`src/rtl/pair_batch_pkg.sv`:
```
// Package: shared types for the two-byte batching buffer.
// Assumes: exactly two holding slots; state order is not decoded elsewhere.
package pair_batch_pkg;

    // Phase of the gather / release cycle.
    typedef enum logic [1:0] {
        ST_FILL_0 = 2'd0,   // waiting for the first byte
        ST_FILL_1 = 2'd1,   // waiting for the second byte
        ST_SEND_0 = 2'd2,   // presenting the first byte
        ST_SEND_1 = 2'd3    // presenting the second byte
    } pair_state_e;

    // Number of holding slots in one batch.
    localparam int unsigned PAIR_SLOTS = 2;

    // True while the block releases bytes to the consumer.
    function automatic logic is_sending(input pair_state_e s);
        return (s == ST_SEND_0) || (s == ST_SEND_1);
    endfunction

endpackage

```
`src/rtl/pair_seq.sv`:
```
// Module: pair_seq
// Sequences one batch: gather slot 0, gather slot 1, release slot 0,
// release slot 1, repeat. It drives the only copies of full and empty.
// Assumes: sess_clr is a synchronous clear that ranks below rst_n.
module pair_seq
    import pair_batch_pkg::*;
(
    input  logic        clk,
    input  logic        rst_n,
    input  logic        sess_clr,
    input  logic        wr_en,
    input  logic        rd_en,
    output pair_state_e state,
    output logic        load_0,
    output logic        load_1,
    output logic        full,
    output logic        empty
);

    pair_state_e state_nxt;
    logic        take;
    logic        give;

    // Handshake qualifiers: a transfer happens only when the flag permits it.
    always_comb begin
        full  = is_sending(state);
        empty = !is_sending(state);
        take  = wr_en && !full;
        give  = rd_en && !empty;
    end

    // Slot load strobes toward the holding registers.
    always_comb begin
        load_0 = take && (state == ST_FILL_0);
        load_1 = take && (state == ST_FILL_1);
    end

    // Next phase of the batch.
    always_comb begin
        state_nxt = state;
        unique case (state)
            ST_FILL_0: if (take) state_nxt = ST_FILL_1;
            ST_FILL_1: if (take) state_nxt = ST_SEND_0;
            ST_SEND_0: if (give) state_nxt = ST_SEND_1;
            ST_SEND_1: if (give) state_nxt = ST_FILL_0;
            default:             state_nxt = ST_FILL_0;
        endcase
    end

    // Phase register with reset and session clear.
    always_ff @(posedge clk) begin
        if (!rst_n || sess_clr) state <= ST_FILL_0;
        else                    state <= state_nxt;
    end

endmodule

```
`src/rtl/pair_hold.sv`:
```
// Module: pair_hold
// Holds the two bytes of a batch and selects the one being presented.
// Assumes: load strobes are one-hot or idle; state comes from pair_seq.
module pair_hold
    import pair_batch_pkg::*;
#(
    parameter int unsigned DATA_W = 8
) (
    input  logic              clk,
    input  logic              rst_n,
    input  logic              sess_clr,
    input  logic              load_0,
    input  logic              load_1,
    input  logic [DATA_W-1:0] wr_data,
    input  pair_state_e       state,
    output logic [DATA_W-1:0] rd_data
);

    localparam int unsigned NSLOT = PAIR_SLOTS;

    logic [NSLOT-1:0]  load_vec;
    logic [DATA_W-1:0] slot_q [NSLOT];

    // Gather the per-slot load strobes into one vector.
    always_comb load_vec = {load_1, load_0};

    // One holding register per slot.
    for (genvar gi = 0; gi < NSLOT; gi++) begin : g_slot
        // Capture the producer byte into this slot when its strobe fires.
        always_ff @(posedge clk) begin
            if (!rst_n || sess_clr) slot_q[gi] <= '0;
            else if (load_vec[gi])  slot_q[gi] <= wr_data;
        end
    end

    // Present the slot matching the release phase, zero while gathering.
    always_comb begin
        unique case (state)
            ST_SEND_0: rd_data = slot_q[0];
            ST_SEND_1: rd_data = slot_q[1];
            default:   rd_data = '0;
        endcase
    end

endmodule

```
`src/rtl/pair_batch_buf.sv`:
```
// Module: pair_batch_buf (top)
// Two-byte batching buffer between a producer and a consumer stream on
// one clock. Gathers two bytes, then releases them in order.
// Assumes: both streams share clk; rst_n is synchronous, active low.
module pair_batch_buf
    import pair_batch_pkg::*;
#(
    parameter int unsigned DATA_W = 8
) (
    input  logic              clk,
    input  logic              rst_n,
    input  logic              wr_open,
    input  logic              wr_en,
    input  logic [DATA_W-1:0] wr_data,
    output logic              wr_full,
    input  logic              rd_open,
    input  logic              rd_en,
    output logic [DATA_W-1:0] rd_data,
    output logic              rd_empty,
    output logic              rd_eof
);

    pair_state_e state;
    logic        sess_clr;
    logic        load_0;
    logic        load_1;
    logic        full_i;
    logic        empty_i;

    // Session clear while neither stream is open.
    always_comb sess_clr = !wr_open && !rd_open;

    pair_seq i_seq (
        .clk      (clk),
        .rst_n    (rst_n),
        .sess_clr (sess_clr),
        .wr_en    (wr_en),
        .rd_en    (rd_en),
        .state    (state),
        .load_0   (load_0),
        .load_1   (load_1),
        .full     (full_i),
        .empty    (empty_i)
    );

    pair_hold #(.DATA_W(DATA_W)) i_hold (
        .clk      (clk),
        .rst_n    (rst_n),
        .sess_clr (sess_clr),
        .load_0   (load_0),
        .load_1   (load_1),
        .wr_data  (wr_data),
        .state    (state),
        .rd_data  (rd_data)
    );

    // Single driver for each handshake output.
    always_comb begin
        wr_full  = full_i;
        rd_empty = empty_i;
        rd_eof   = empty_i && !wr_open;
    end

endmodule

```
`config.mk`:
```
export PLATFORM = sky130hd
export DESIGN_NAME = pair_batch_buf
export DESIGN_NICKNAME = d
export VERILOG_FILES = /design/src/rtl/pair_batch_pkg.sv /design/src/rtl/pair_seq.sv /design/src/rtl/pair_hold.sv /design/src/rtl/pair_batch_buf.sv
export SDC_FILE = /design/constraint.sdc
export NUM_CORES = 1
export LEC_CHECK = 0
export ABC_CLOCK_PERIOD_IN_PS = 2100
export CAP_MARGIN = 20
export CORE_UTILIZATION = 47
export CTS_CLUSTER_DIAMETER = 200
export DETAILED_ROUTE_END_ITERATION = 10
export PLACE_DENSITY = 0.77
export SYNTH_ARGS = -nofsm -noshare
export SYNTH_HDL_FRONTEND = slang
export SYNTH_HIERARCHICAL = 1
export SYNTH_SLANG_ARGS = --single-unit
```
`constraint.sdc`:
```
create_clock -name clk -period 2.1 [get_ports clk]
set_input_delay 0.525 -clock clk [delete_from_list [all_inputs] [get_ports clk]]
set_output_delay 0.525 -clock clk [all_outputs]
set_load 0.05 [all_outputs]
```
==> results list <==
- Status: completed
- Transition time of the tightest slew-check pin: 0.3623 ns
- The tool flagged a number of max-cap violations equal to 0.
- In the finished design, the share of the clock period the worst path needs comes to 0.9424.
- Last weighted congestion value of the routability-driven placer: 0.7645
* Synthesized net count: 99
* Total congestion overflow after global routing: 0
* Die width: 47.69 um
- The initialized floorplan defines 16 standard-cell rows.
* Via count of the first global-routing pass: 635
* Post-synth top area share: 0.4898
* Maximum count of clock buffers along a single path: 2
* Synthesized area per cell: 12.42 um2
- In this run the clock root is driven by a sky130_fd_sc_hd__clkbuf_4.
* 1st-pass router iterations: 4
* Initial Utilization: 0.5000
- After floorplanning, the core was sized to cover 1962 um2.
- Height of the chip: 47.69 um
- STA classifies the critical path startpoint as a flip-flop.
* Setup clock skew after layout: 0.0007509 ns
- Number of inserted filler cells in the final layout: 151
* Standby leakage power: 0.0005882 uW
- Entering global routing, the biggest net connects 11 pins.
- For this run, design rule violations remaining after detail routing come to 0.
- Count of buffer and inverter cells on the critical path: 2
* Series of cell instances along the critical path: inv_1 -> ha_1 -> or2_2 -> buf_4
* GRT Util Overall: 0.1863
- Maximum achievable frequency: 505.3 MHz
- Synthesis produced a netlist whose cell count is 79.
- Post-detailed-placement half-perimeter wirelength: 1351 um
- The share of the Yosys chip area taken by registers is 0.5306.
- Clock latency on the worst-skew pair, taken at its later pin, is 0.28 ns.
* Synth Register Bits: 18
- Die Outline Area: 2274 um2
- Clk sinks: 18
- The cell area that synthesis handed to floorplanning was 980.9 um2.
* Maximum VDD drop: 419.6 uV
* Worst path top cell family by delay: flip-flops
- Clock-pin transition on the worst setup and hold timing paths: 0.10 ns
* TritonCTS clock tree: done
- The most used flip-flop cell after synthesis is sky130_fd_sc_hd__edfxtp_1.
- Count of antenna diodes in the layout: 0
- In this run the number of H-tree levels came out at 1.
- Dividing the detail-routed wire length by the instance count gives 13.16 um.
- Antenna violations before repair: 0
- The critical path in this run is classified as reg -> out.
* Synth Warn #: 6
- Critical path fanouts, max: 4
- Fin crit period: 1.979 ns
* 1st-iter DRT viols: 21
* Final hold violations: 0
- Synth area leaders: sky130_fd_sc_hd__edfxtp_1, sky130_fd_sc_hd__mux2i_1, sky130_fd_sc_hd__and2_1
- Netlist cell types: 18
- First-pass GRT wire length: 2822 um
- Share of cells above drive strength 1: 0.2613
- P&R area growth vs syn: 46.05%
- Setup repair after global routing left no endpoint under its margin.
- Summed over all instances, the cell type with the most area after synthesis is sky130_fd_sc_hd__edfxtp_1.
- For this run, the share of the core covered by cells in the final layout is 0.7302.
- Summing all flip-flop and latch instances after layout gives 523.0 um2.
* I/O pins: 25
* Worst relative slew slack: 0.7585
- Using the TritonRoute via totals, the vias-per-cell ratio works out to 5.000.
- STA classifies the critical path endpoint as an output pin.
- Hold repair after CTS inserted 0 buffers.
- Number of clock buffers inserted by TritonCTS: 3
* Type of the most critical hold path: reg -> reg
- Cell with the largest stage delay on the worst path: sky130_fd_sc_hd__dfxtp_2
* Net count, final: 132
- Summing all multi-input logic gate instances after layout gives 456.7 um2.
* Most used cells in the layout excluding fill and tap cells: sky130_fd_sc_hd__edfxtp_1, sky130_fd_sc_hd__and2_1, sky130_fd_sc_hd__clkdlybuf4s50_1, sky130_fd_sc_hd__mux2i_1, sky130_fd_sc_hd__buf_12
* Maximum single-stage delay on the critical path: 0.37 ns
* Antenna violation net count after detailed routing: 0
- At the worst endpoint, the arrival time is 1.45 ns.
* Total negative setup slack: 0 ns
* Required time of the critical path: 1.57 ns
- Number of input and output port buffers inserted: 24
- Yosys mapped a number of flops with a built-in enable equal to 16.
* Via count of the routed design: 690
* Power density cells: 744.7 nW/um2
- Leaving out fill and tap cells, the most frequent cell in the layout is sky130_fd_sc_hd__edfxtp_1.
- Total Routed Length: 1816 um
- After synthesis, the share of flip-flops with an asynchronous set or reset is 0.
- Setup violations remaining at the end of the flow were counted as 0.
- Pins over their slew limit: 0
==> cell type report <==
cell class                 instances  area share
sequential                        18      0.3651
timing repair buffer              29      0.2620
clock buffer                       4     0.02533
multi-input combinational         58      0.3188
inverter                           2    0.005240
tap                               27     0.02358
==> routing by layer <==
layer	vias to the layer above	part of all wire	GRT usage
li1	342	-	-
met3	0	0.037	0.03396
met4	0	0	0.06667
met2	21	0.56	0.3189
met5	-	0	0
met1	327	0.41	0.2354
==> metrics by stage <==
| stage | cells | worst slack, ns | area [um2] | power (uW) | hold WS (ns) |
|---|---|---|---|---|---|
| after floorplan | 79 | 0.1328 | 996.0 | 711.7 | 0.4925 |
| after global routing | 138 | 0.03526 | 1433 | 1123 | 0.5774 |
| final | 138 | 0.1209 | 1433 | 1067 | 0.5422 |
| after global placement | 132 | 0.1018 | 1379 | 844.4 | 0.5836 |
| after CTS | 136 | 0.001111 | 1415 | 1063 | 0.6154 |
| after detailed placement | 132 | 0.07440 | 1379 | 857.6 | 0.5979 |
==> kinds of logic after synthesis <==
logic type / share of synthesized area
and+or+nand+nor: 0.2564
adders and majority gates: 0.07653
muxes: 0.1020
buffers and inverters: 0.01913
DFF: 0.5306
AOI/OAI and AO/OA: 0.01530
==> sequential cells by signal, summed over array words and instances, names as in the netlist <==
| signal | flops |
|---|---|
| i_hold/slot_q | 16 |
| i_seq/state | 2 |
==> cell usage after synthesis, drive strengths merged, types with 2 or more instances <==
library cell	count
and2	16
and3	2
and3b	2
dfxtp	2
edfxtp	16
ha	6
inv	2
mux2i	10
nand2	3
nor2	3
nor2b	10
or3b	2
==> worst min-delay path: stages, from the launching register on <==
cell and delay (ns):
sky130_fd_sc_hd__dfxtp_2 0.39, sky130_fd_sc_hd__nand2_1 0.07, sky130_fd_sc_hd__mux2i_1 0.05
==> final timing paths <==
kind	start	end	slack [ns]	cells past startpoint
hold reg to reg	i_seq/state[1]	i_seq/state[1]	0.54	2
hold / removal	i_seq/state[1]	i_seq/state[1]	0.54	2
setup reg to reg	i_seq/state[1]	i_hold/slot_q[1][2]	0.33	4
setup / recovery	i_seq/state[0]	wr_full	0.12	4
==> report_power, final <==
| group | switching [uW] | internal (uW) | total, uW |
|---|---|---|---|
| logic | 197 | 191 | 388 |
| registers | 23.8 | 449 | 473 |
| clock network | 100 | 105 | 206 |
| total | 321 | 746 | 1070 |
==> repair_timing <==
action / CTS / global route
hold endpoints to repair: 0 / 0
endpoints found under the setup margin: 0 / 2
buffers inserted: 0 / 2
resized for setup: 0 / 2
Note: power is estimated with default switching activity, not from simulation.
